==> config.mk <==
export PLATFORM = sky130hd
export DESIGN_NAME = hbridge_gate_decoder
export DESIGN_NICKNAME = d
export VERILOG_FILES = /design/src/rtl/hbg_pkg.sv /design/src/rtl/hbg_mode_decode.sv /design/src/rtl/hbg_deadtime_leg.sv /design/src/rtl/hbridge_gate_decoder.sv
export SDC_FILE = /design/constraint.sdc
export NUM_CORES = 1
export LEC_CHECK = 0
export ABC_AREA = 1
export BUFFER_PORTS_ARGS = -buffer_cell sky130_fd_sc_hd__buf_2
export CAP_MARGIN = 25
export CORE_MARGIN = 2
export CORE_UTILIZATION = 55
export CTS_CLUSTER_SIZE = 14
export DETAILED_ROUTE_END_ITERATION = 16
export PLACE_DENSITY = 0.76
export SYNTH_ARGS = -nofsm -noshare
export SYNTH_HDL_FRONTEND = slang
export SYNTH_SLANG_ARGS = --single-unit
export TNS_END_PERCENT = 10
==> constraint.sdc <==
create_clock -name clk -period 1.59 [get_ports clk]
set_input_delay 0.318 -clock clk [delete_from_list [all_inputs] [get_ports clk]]
set_output_delay 0.318 -clock clk [all_outputs]
set_load 0.05 [all_outputs]
==> src/rtl/hbg_pkg.sv <==
package hbg_pkg;
  localparam int NUM_LEGS = 2;
  localparam int LEG_A = 0;
  localparam int LEG_B = 1;

  typedef struct packed {
    logic hi;
    logic lo;
  } leg_cmd_t;
endpackage

==> src/rtl/hbg_mode_decode.sv <==
module hbg_mode_decode
  import hbg_pkg::*;
(
  input  logic     pwm_hi,
  input  logic     pwm_lo,
  input  logic     dir_ab,
  input  logic     sync_rect,
  output leg_cmd_t req [NUM_LEGS]
);
  logic drv_hi, drv_lo, cmp_hi, cmp_lo;

  always_comb begin
    drv_hi = pwm_hi;
    drv_lo = pwm_lo;
    // complementary switch of each driving switch conducts in its off-time
    cmp_lo = sync_rect & ~pwm_hi;
    cmp_hi = sync_rect & ~pwm_lo;
    if (dir_ab) begin
      req[LEG_A].hi = drv_hi;
      req[LEG_A].lo = cmp_lo;
      req[LEG_B].hi = cmp_hi;
      req[LEG_B].lo = drv_lo;
    end else begin
      req[LEG_B].hi = drv_hi;
      req[LEG_B].lo = cmp_lo;
      req[LEG_A].hi = cmp_hi;
      req[LEG_A].lo = drv_lo;
    end
  end
endmodule

==> src/rtl/hbg_deadtime_leg.sv <==
module hbg_deadtime_leg
  import hbg_pkg::*;
#(
  parameter int DT_W = 8
) (
  input  logic            clk,
  input  logic            rst,
  input  logic [DT_W-1:0] dead_cycles,
  input  leg_cmd_t        req,
  output leg_cmd_t        gate
);
  localparam logic [DT_W-1:0] CNT_ZERO = '0;
  localparam logic [DT_W-1:0] CNT_ONE  = {{(DT_W-1){1'b0}}, 1'b1};

  leg_cmd_t        gate_q, gate_n;
  logic [DT_W-1:0] cnt_q, cnt_n;
  logic            last_off_hi_q, last_off_hi_n;
  logic            dt_on, hi_off_now, lo_off_now, window, hold_hi, hold_lo;

  always_comb begin
    dt_on      = (dead_cycles != CNT_ZERO);
    hi_off_now = gate_q.hi & ~req.hi;
    lo_off_now = gate_q.lo & ~req.lo;
    window     = (cnt_q != CNT_ZERO);
    hold_hi    = dt_on & (lo_off_now | (window & ~last_off_hi_q));
    hold_lo    = dt_on & (hi_off_now | (window &  last_off_hi_q));
    gate_n.hi  = req.hi & ~hold_hi & ~req.lo;
    gate_n.lo  = req.lo & ~hold_lo & ~req.hi;
    cnt_n         = cnt_q;
    last_off_hi_n = last_off_hi_q;
    if (hi_off_now | lo_off_now) begin
      cnt_n         = dt_on ? (dead_cycles - CNT_ONE) : CNT_ZERO;
      last_off_hi_n = hi_off_now;
    end else if (window) begin
      cnt_n = cnt_q - CNT_ONE;
    end
  end

  always_ff @(posedge clk) begin
    if (rst) begin
      gate_q        <= '0;
      cnt_q         <= '0;
      last_off_hi_q <= 1'b0;
    end else begin
      gate_q        <= gate_n;
      cnt_q         <= cnt_n;
      last_off_hi_q <= last_off_hi_n;
    end
  end

  assign gate = gate_q;


  no_shoot_chk: assert property (@(posedge clk) disable iff (rst)
    !(gate_q.hi && gate_q.lo));


  lo_to_hi_gap_chk: assert property (@(posedge clk) disable iff (rst)
    (dead_cycles != CNT_ZERO && gate_q.lo && !req.lo) |=> !gate_q.hi);


  hi_to_lo_gap_chk: assert property (@(posedge clk) disable iff (rst)
    (dead_cycles != CNT_ZERO && gate_q.hi && !req.hi) |=> !gate_q.lo);
endmodule

==> src/rtl/hbridge_gate_decoder.sv <==
module hbridge_gate_decoder
  import hbg_pkg::*;
#(
  parameter int DT_W = 8
) (
  input  logic            clk,
  input  logic            rst,
  input  logic            pwm_hi,
  input  logic            pwm_lo,
  input  logic            dir_ab,
  input  logic            sync_rect,
  input  logic [DT_W-1:0] dead_cycles,
  output logic            gate_a_hi,
  output logic            gate_a_lo,
  output logic            gate_b_hi,
  output logic            gate_b_lo
);
  leg_cmd_t req  [NUM_LEGS];
  leg_cmd_t gate [NUM_LEGS];

  hbg_mode_decode u_decode (
    .pwm_hi    (pwm_hi),
    .pwm_lo    (pwm_lo),
    .dir_ab    (dir_ab),
    .sync_rect (sync_rect),
    .req       (req)
  );

  for (genvar g = 0; g < NUM_LEGS; g++) begin : g_leg
    hbg_deadtime_leg #(.DT_W(DT_W)) u_leg (
      .clk         (clk),
      .rst         (rst),
      .dead_cycles (dead_cycles),
      .req         (req[g]),
      .gate        (gate[g])
    );
  end

  assign gate_a_hi = gate[LEG_A].hi;
  assign gate_a_lo = gate[LEG_A].lo;
  assign gate_b_hi = gate[LEG_B].hi;
  assign gate_b_lo = gate[LEG_B].lo;


  no_sr_cmp_off_chk: assert property (@(posedge clk) disable iff (rst)
    (!sync_rect && dir_ab) |=> (!gate_a_lo && !gate_b_hi));


  drive_pair_ab_chk: assert property (@(posedge clk) disable iff (rst)
    (dir_ab && !sync_rect && dead_cycles == '0) |=>
      (gate_a_hi == $past(pwm_hi) && gate_b_lo == $past(pwm_lo)));
endmodule

==> metrics.md, run 1 <==
| Metric | Value |
|---|---|
| Core Footprint | 2710 sq um |
| # clock sinks | 22 |
| Vias in the first global route | 1388 |
| Clock-pin slew on the worst setup and hold paths | roughly 130 ps |
| Number of cells produced by synthesis | 244 |
| IO Port Bufs | 17 |
| Layout cell share with drive strength beyond 1 | 15.4% |
| Worst Hold Class | in -> reg |
| Syn_nets | about 260 |
| Sw Share | ~46% |
| DRC | 0 |
| Max_cap viols | 0 |
| Final setup vio count | 0 |
| Switching power | 1.27 mW |
| Tmin final | between 1000 and 1500 ps |
| Crit path cell chain | inv_1, ha_1, nand2_1, nor2_1, inv_1, nor3_1, nor2_1 |
| Post-Syn Area per Cell | ~6.3 sq um |
| Number of antenna-violating nets in the routed design | 0 |
| Crit share post-route | 86.8% |
| Sequential share of the synthesized area | 28.6% |
| Reg2Reg Launch Point | g_leg[1].u_leg.cnt_q[0] |
| Largest net degree at the start of global routing | 16 |
| Nets@finish | around 290 |
| Int Pwr | 1.51 mW |
| Ports | 18 |
| First-pass GRT wire length | about 5600 um |
| DRT Pass-1 Iters | 4 |
| Gpl congestion | 0.839 |
| H-tree Lvls | 1 |
| Least-Margin Pin Slew | 281 ps |
| N_diodes | 0 |
| CTS Buffer Depth | 2 |
| TritonCTS buffer count | 3 |
| Final Hold Violating Endpoints | 0 |
| Worst slew margin | 81.2% |
| CP max-delay cell | dfxtp_1 |
| Synth cell types | 23 |
| CTS tree | done |
| Syn. warnings | 0 |
| Status | finished, final reports clean |
| Clock power frac | 11.7% |
| Die X | approximately 57 um |
| Die area | 3240 sq um |
| F_max | 0.725 GHz |
| Initial antenna violation count | 0 |
| Hold EP | g_leg[1].u_leg.cnt_q[0] |
| Hold path depth | 4 |
| Register-to-Register Path Depth | 7 |
| GRT Overall Usage | 21.9% |
| WP data required | between 1500 and 2000 ps |
| R2R Path End | g_leg[1].u_leg.cnt_q[0] |
| P_leak | about 0.86 nW |
| 1st-iter DRT viols | 69 |
| Starting Density | 56.8% |
| Setup TNS | 0 ps |
| DR vias | 1497 |
| Max FO, Critical Path | 4 |
| Final slew viol count | 0 |
| RSZ-0062 raised after global routing | no |
| Comb pwr share | a little under three fifths |
| Critical path data arrival time | about 1600 ps |
| Routed WL | approximately 3200 um |
| Worst skew pair latency | ~320 ps |
| Placement row count | 19 |
| Routed vias/inst | between 5 and 6 |
| Critical path's largest stage delay | around 340 ps |
| Final total power | 2.78 mW |
| Post-CTS setup buffer count | 0 |
| Hold Startpoint | dead_cycles[0] |
| Post-synthesis cell area | 1540 sq um |
| Power per cell area | 1610 nW/um^2 |
| FF+latch count, synth | 22 |
| # placed instances | approximately 290 |
| # hold bufs at CTS | 0 |
| PostCTS Resize Cnt | 0 |
| Layout Cells excl Fill | ~300 |
| Clock Tree Root | clkbuf_4 |
| R2R setup slack | 210 ps |
| WL/cell | roughly 11 um |
| CP Class | reg -> reg |
| Seq pwr share | 31.1% |
| Crit end category | register |
| VDD IR max | 0.00117 V |
| HPWL after DPL | 2580 um |
| Clk_skew | 5.42 ps |
| Layout area overhead | 12.4% |
| Grt ovf | 0 |
| Critical Path Start Type | register |
| Die Y-Extent | 56.9 um |
[routing by layer]
layer / global-route usage (%) / vias up / wire [um]
met5: 0 / - / 0
met4: 8.64 / 0 / 61
met3: 2.30 / 7 / 154
li1: - / 816 / -
met2: 36.8 / 29 / 1450
met1: 28.8 / 645 / 1570
[power by group through the flow]
stage	Combinational (mW)	Clock [mW]	Sequential, mW
2_1_floorplan	1.28	0	0.886
3_3_place_gp	1.57	0	0.880
3_5_place_dp	1.58	0	0.880
4_1_cts	1.60	0.335	0.867
5_1_grt	1.89	0.344	0.887
6_report	1.59	0.325	0.866
[cells in the final DEF, fill, tap and decap left out, types with 3 or more instances in the layout]
cell / Yosys / layout
clkbuf_4: 0 / 3
a21oi_1: 15 / 15
inv_1: 35 / 35
ha_1: 6 / 6
and2_1: 4 / 4
nor3_1: 5 / 5
xor2_1: 6 / 6
nand3_2: 4 / 4
nand4_1: 11 / 11
o21ai_0: 5 / 5
buf_4: 1 / 5
nand3_1: 20 / 20
buf_2: 0 / 17
dfxtp_1: 22 / 22
nor2_1: 33 / 33
xnor2_1: 4 / 4
nand2_1: 59 / 59
nor2_2: 4 / 4
[worst max-delay path by stage]
| stage | cells after the start | to | slack (ps) | start |
|---|---|---|---|---|
| after detailed placement | 10 | g_leg[1].u_leg.cnt_q[1] | 130 | dead_cycles[0] |
| after floorplan | 6 | g_leg[1].u_leg.cnt_q[0] | 200 | g_leg[1].u_leg.gate[1] |
| after global routing | 7 | g_leg[1].u_leg.cnt_q[0] | 0.9 | g_leg[1].u_leg.cnt_q[0] |
| final | 7 | g_leg[1].u_leg.cnt_q[0] | 210 | g_leg[1].u_leg.cnt_q[0] |
| after global placement | 10 | g_leg[1].u_leg.cnt_q[1] | 150 | dead_cycles[0] |
| after CTS | 7 | g_leg[1].u_leg.cnt_q[0] | 210 | g_leg[1].u_leg.cnt_q[0] |
[synthesized netlist by cell type, drive strengths merged]
cell    instances  area share, %
a21oi          15            4.9
and2            4            1.6
buf             3            1.5
clkbuf          1           0.24
dfxtp          22             29
ha              6            4.9
inv            37            9.0
nand2          61             15
nand3          24            9.1
nand4          11            4.5
nor2           39             11
nor3            5            1.6
o21ai           5            1.6
o21bai          1           0.49
xnor2           4            2.3
xor2            6            3.4
[logic make-up after synthesis]
family	after synthesis	share of synthesized area, %
XOR/XNOR	10	5.69
AND/OR/NAND/NOR	144	43.1
buffers and inverters	41	10.7
AO/OA/AOI/OAI	21	6.99
adder cells (fa/ha/maj)	6	4.87
flip-flops	22	28.6
[metrics by stage]
stage	utilization [%]	hold slack [ps]	setup WS (ps)	cell area, sq um
2_1_floorplan	-	454	204	1540
3_3_place_gp	62.6	463	151	1700
3_5_place_dp	62.6	469	126	1700
4_1_cts	63.9	330	208	1730
5_1_grt	63.9	395	0.929	1730
6_report	63.9	334	210	1730
[layout make-up]
cell class / instances / area (sq um)
Clock buffer: 4 / 36.3
Fill cell: 268 / 978
Inverter: 37 / 139
Multi-Input combinational cell: 181 / 935
Sequential cell: 22 / 440
Tap cell: 31 / 38.8
Timing Repair Buffer: 23 / 143
[critical path, delay by kind of cell, from the launching register on]
kind                       cells  cell delay (ps)
adders and majority gates      1              150
and+or+nand+nor                4              550
buffers and inverters          2              240
DFF                            1              340
[state kept, by name, summed over array words and instances, names as in the netlist]
signal / flops
g_leg.u_leg.last_off_hi_q: 2
g_leg.u_leg.gate: 4
g_leg.u_leg.cnt_q: 16
Note: power is estimated with default switching activity, not from simulation.
==> run 2: changes to the inputs <==
==> constraint.sdc (replaced) <==
create_clock -name clk -period 1.61 [get_ports clk]
set_input_delay 0.322 -clock clk [delete_from_list [all_inputs] [get_ports clk]]
set_output_delay 0.322 -clock clk [all_outputs]
set_load 0.05 [all_outputs]
==> metrics.md, run 2 (synthesis results as in run 1) <==
| Metric | Value |
|---|---|
| Ports | 18 (unchanged) |
| F_max | 0.726 GHz (+0.10%) |
| Most frequent cells in the layout | nand2_1 (59), inv_1 (35), nor2_1 (33) |
| Int Pwr | 1.43 mW (-5.2%) |
| Core Footprint | 2710 sq um (unchanged) |
| CTS tree | done |
| First-pass GRT wire length | 5690 um (+1.5%) |
| Register-to-Register Path Depth | 7 (unchanged) |
| Routed WL | 3230 um (about the same) |
| FILL cells | 281 (+4.9%) |
| Setup TNS | 0 ps (unchanged) |
| Layout cell share with drive strength beyond 1 | 15.0% (-0.32 points) |
| Most common cell after layout, fill and taps aside | nand2_1 |
| Nets@finish | 288 (unchanged) |
| Gpl congestion | 0.852 (+1.6%) |
| # hold bufs at CTS | 0 (unchanged) |
| RSZ-0062 raised after global routing | no |
| Crit end category | register |
| Final Hold Violating Endpoints | 0 (unchanged) |
| Routed vias/inst | 5.07 (+1.0%) |
| Seq pwr share | 32.2% (+1.1 points) |
| Crit path depth | 7 (unchanged) |
| CTS Buffer Depth | 2 (unchanged) |
| IO Port Bufs | 17 (unchanged) |
| Placement row count | 19 (unchanged) |
| Least-Margin Pin Slew | 293 ps (+11.8 ps) |
| Worst slew margin | 80.4% (-0.79 points) |
| Die area | 3240 sq um (unchanged) |
| Cell Area, Placed | 1680 sq um (-0.74%) |
| Final slew viol count | 0 (unchanged) |
| R2R setup slack | 230 ps (+20 ps) |
| Worst skew pair latency | 310 ps (about the same) |
| Crit share post-route | 85.6% (-1.2 points) |
| CP Capture Point | g_leg[1].u_leg.cnt_q[0] |
| Critical Path Start Type | register |
| H-tree Lvls | 1 (unchanged) |
| Crit path cell chain | inv_1, ha_1, nand2_1, nor2_1, inv_1, nor3_1, nor2_1 |
| TritonCTS buffer count | 3 (unchanged) |
| WL/cell | 10.9 um (+0.31%) |
| Layout area overhead | 10.7% |
| Starting Density | 56.8% (unchanged) |
| R2R Path End | g_leg[1].u_leg.cnt_q[0] |
| Reg with most FFs | g_leg.u_leg.cnt_q |
| CP max-delay cell | dfxtp_1 |
| CP top delay family | simple AND/OR/NAND/NOR gates |
| Buffers & Inverters on Critical Path | 2 (unchanged) |
| Max FO, Critical Path | 4 (unchanged) |
| CP Class | reg -> reg |
| Switching power | 1.24 mW (-2.9%) |
| Tmin final | 1380 ps (-1.42 ps) |
| Final instance area | 1710 sq um (-1.5%) |
| Number of antenna-violating nets in the routed design | 0 (unchanged) |
| HPWL after DPL | 2540 um (-1.4%) |
| DRT Pass-1 Iters | 4 (unchanged) |
| Final setup vio count | 0 (unchanged) |
| DR vias | 1507 (+0.67%) |
| Die Y-Extent | 56.9 um (unchanged) |
| 1st-iter DRT viols | 52 (-25%) |
| Clock-pin slew on the worst setup and hold paths | 120 ps (about the same) |
| Largest net degree at the start of global routing | 16 (unchanged) |
| PostCTS Resize Cnt | 0 (unchanged) |
| Post-CTS setup buffer count | 0 (unchanged) |
| Critical path's largest stage delay | 340 ps (about the same) |
| WP data required | 1820 ps (about the same) |
| Vias in the first global route | 1412 (+1.7%) |
| # clock sinks | 22 (unchanged) |
| Initial antenna violation count | 0 (unchanged) |
| Clock power frac | 9.6% (-2.1 points) |
| Max FFs per register | 16 (unchanged) |
| Reg2Reg Launch Point | g_leg[1].u_leg.cnt_q[0] |
| Die X | 56.9 um (unchanged) |
| Grt ovf | 0 (unchanged) |
| Max_cap viols | 0 (unchanged) |
| Worst Hold Class | in -> reg |
| Clock Tree Root | clkbuf_4 |
| Critical path data arrival time | 1590 ps (-20 ps) |
| P_leak | 0.847 nW (-1.2%) |
| Worst setup startpoint | g_leg[1].u_leg.cnt_q[0] |
| DRC | 0 (unchanged) |
| Clk_skew | 1.47 ps (-3.95 ps) |
| Final total power | 2.67 mW (-4.1%) |
| Power per cell area | 1560 nW/um^2 (-2.7%) |
| Sw Share | 46.4% (+0.60 points) |
| Final core occ | 62.9% (-0.97 points) |
| Status | finished, final reports clean |
| N_diodes | 0 (unchanged) |
| Comb pwr share | 58.2% (+1.0 points) |
| VDD IR max | 0.00106 V (-9.4%) |
| GRT Overall Usage | 22.1% (+0.15 points) |
-- run 2: cell types whose count changed in the layout (fill, tap and decap cells not counted), sizes merged --
cell,before,now
clkbuf,4,3
-- run 2: stage by stage --
stage / hold slack, ps / setup slack (ps) / instances
after floorplan: 454 / 224 / 244
after global placement: 463 / 168 / 294
after detailed placement: 469 / 135 / 294
after CTS: 336 / 236 / 297
after global routing: 356 / 57.6 / 297
final: 340 / 232 / 297
-- run 2: metal layers --
layer | global-route usage, % | wire length, um | up-vias
met2 | 36.3 | 1440 | 29
met4 | 9.63 | 49 | 0
met1 | 28.6 | 1600 | 659
met5 | 0 | 0 | -
met3 | 3.23 | 143 | 4
li1 | - | - | 815
-- run 2: worst min path at each step --
stage	from	cells past startpoint	to
2_1_floorplan	g_leg[0].u_leg.last_off_hi_q	2	g_leg[0].u_leg.last_off_hi_q
3_3_place_gp	g_leg[0].u_leg.last_off_hi_q	2	g_leg[0].u_leg.last_off_hi_q
3_5_place_dp	g_leg[0].u_leg.last_off_hi_q	2	g_leg[0].u_leg.last_off_hi_q
4_1_cts	dead_cycles[0]	4	g_leg[1].u_leg.cnt_q[0]
5_1_grt	dead_cycles[0]	4	g_leg[1].u_leg.cnt_q[0]
6_report	dead_cycles[0]	4	g_leg[1].u_leg.cnt_q[0]
-- run 2: worst min-delay path, cell delays in order --
cell and delay, ps:
buf_2 80, o21ai_0 90, nand3_1 90, nor2_1 40
-- run 2: final cells by class --
class,instances,area [sq um],share of cell area (%)
inverters,37,139,8.14
clock buffers,3,22.5,1.32
flip-flops and latches,22,440,25.8
multi-input cells,181,935,54.8
repair buffers,23,130,7.63
well taps,31,38.8,2.27
-- run 2: power by group through the flow --
stage / clock (mW) / sequential [mW] / combinational (mW)
finish: 0.257 / 0.859 / 1.55
global route: 0.282 / 0.882 / 1.85
CTS: 0.274 / 0.858 / 1.56
detailed placement: 0 / 0.871 / 1.55
global placement: 0 / 0.870 / 1.55
floorplan: 0 / 0.875 / 1.26
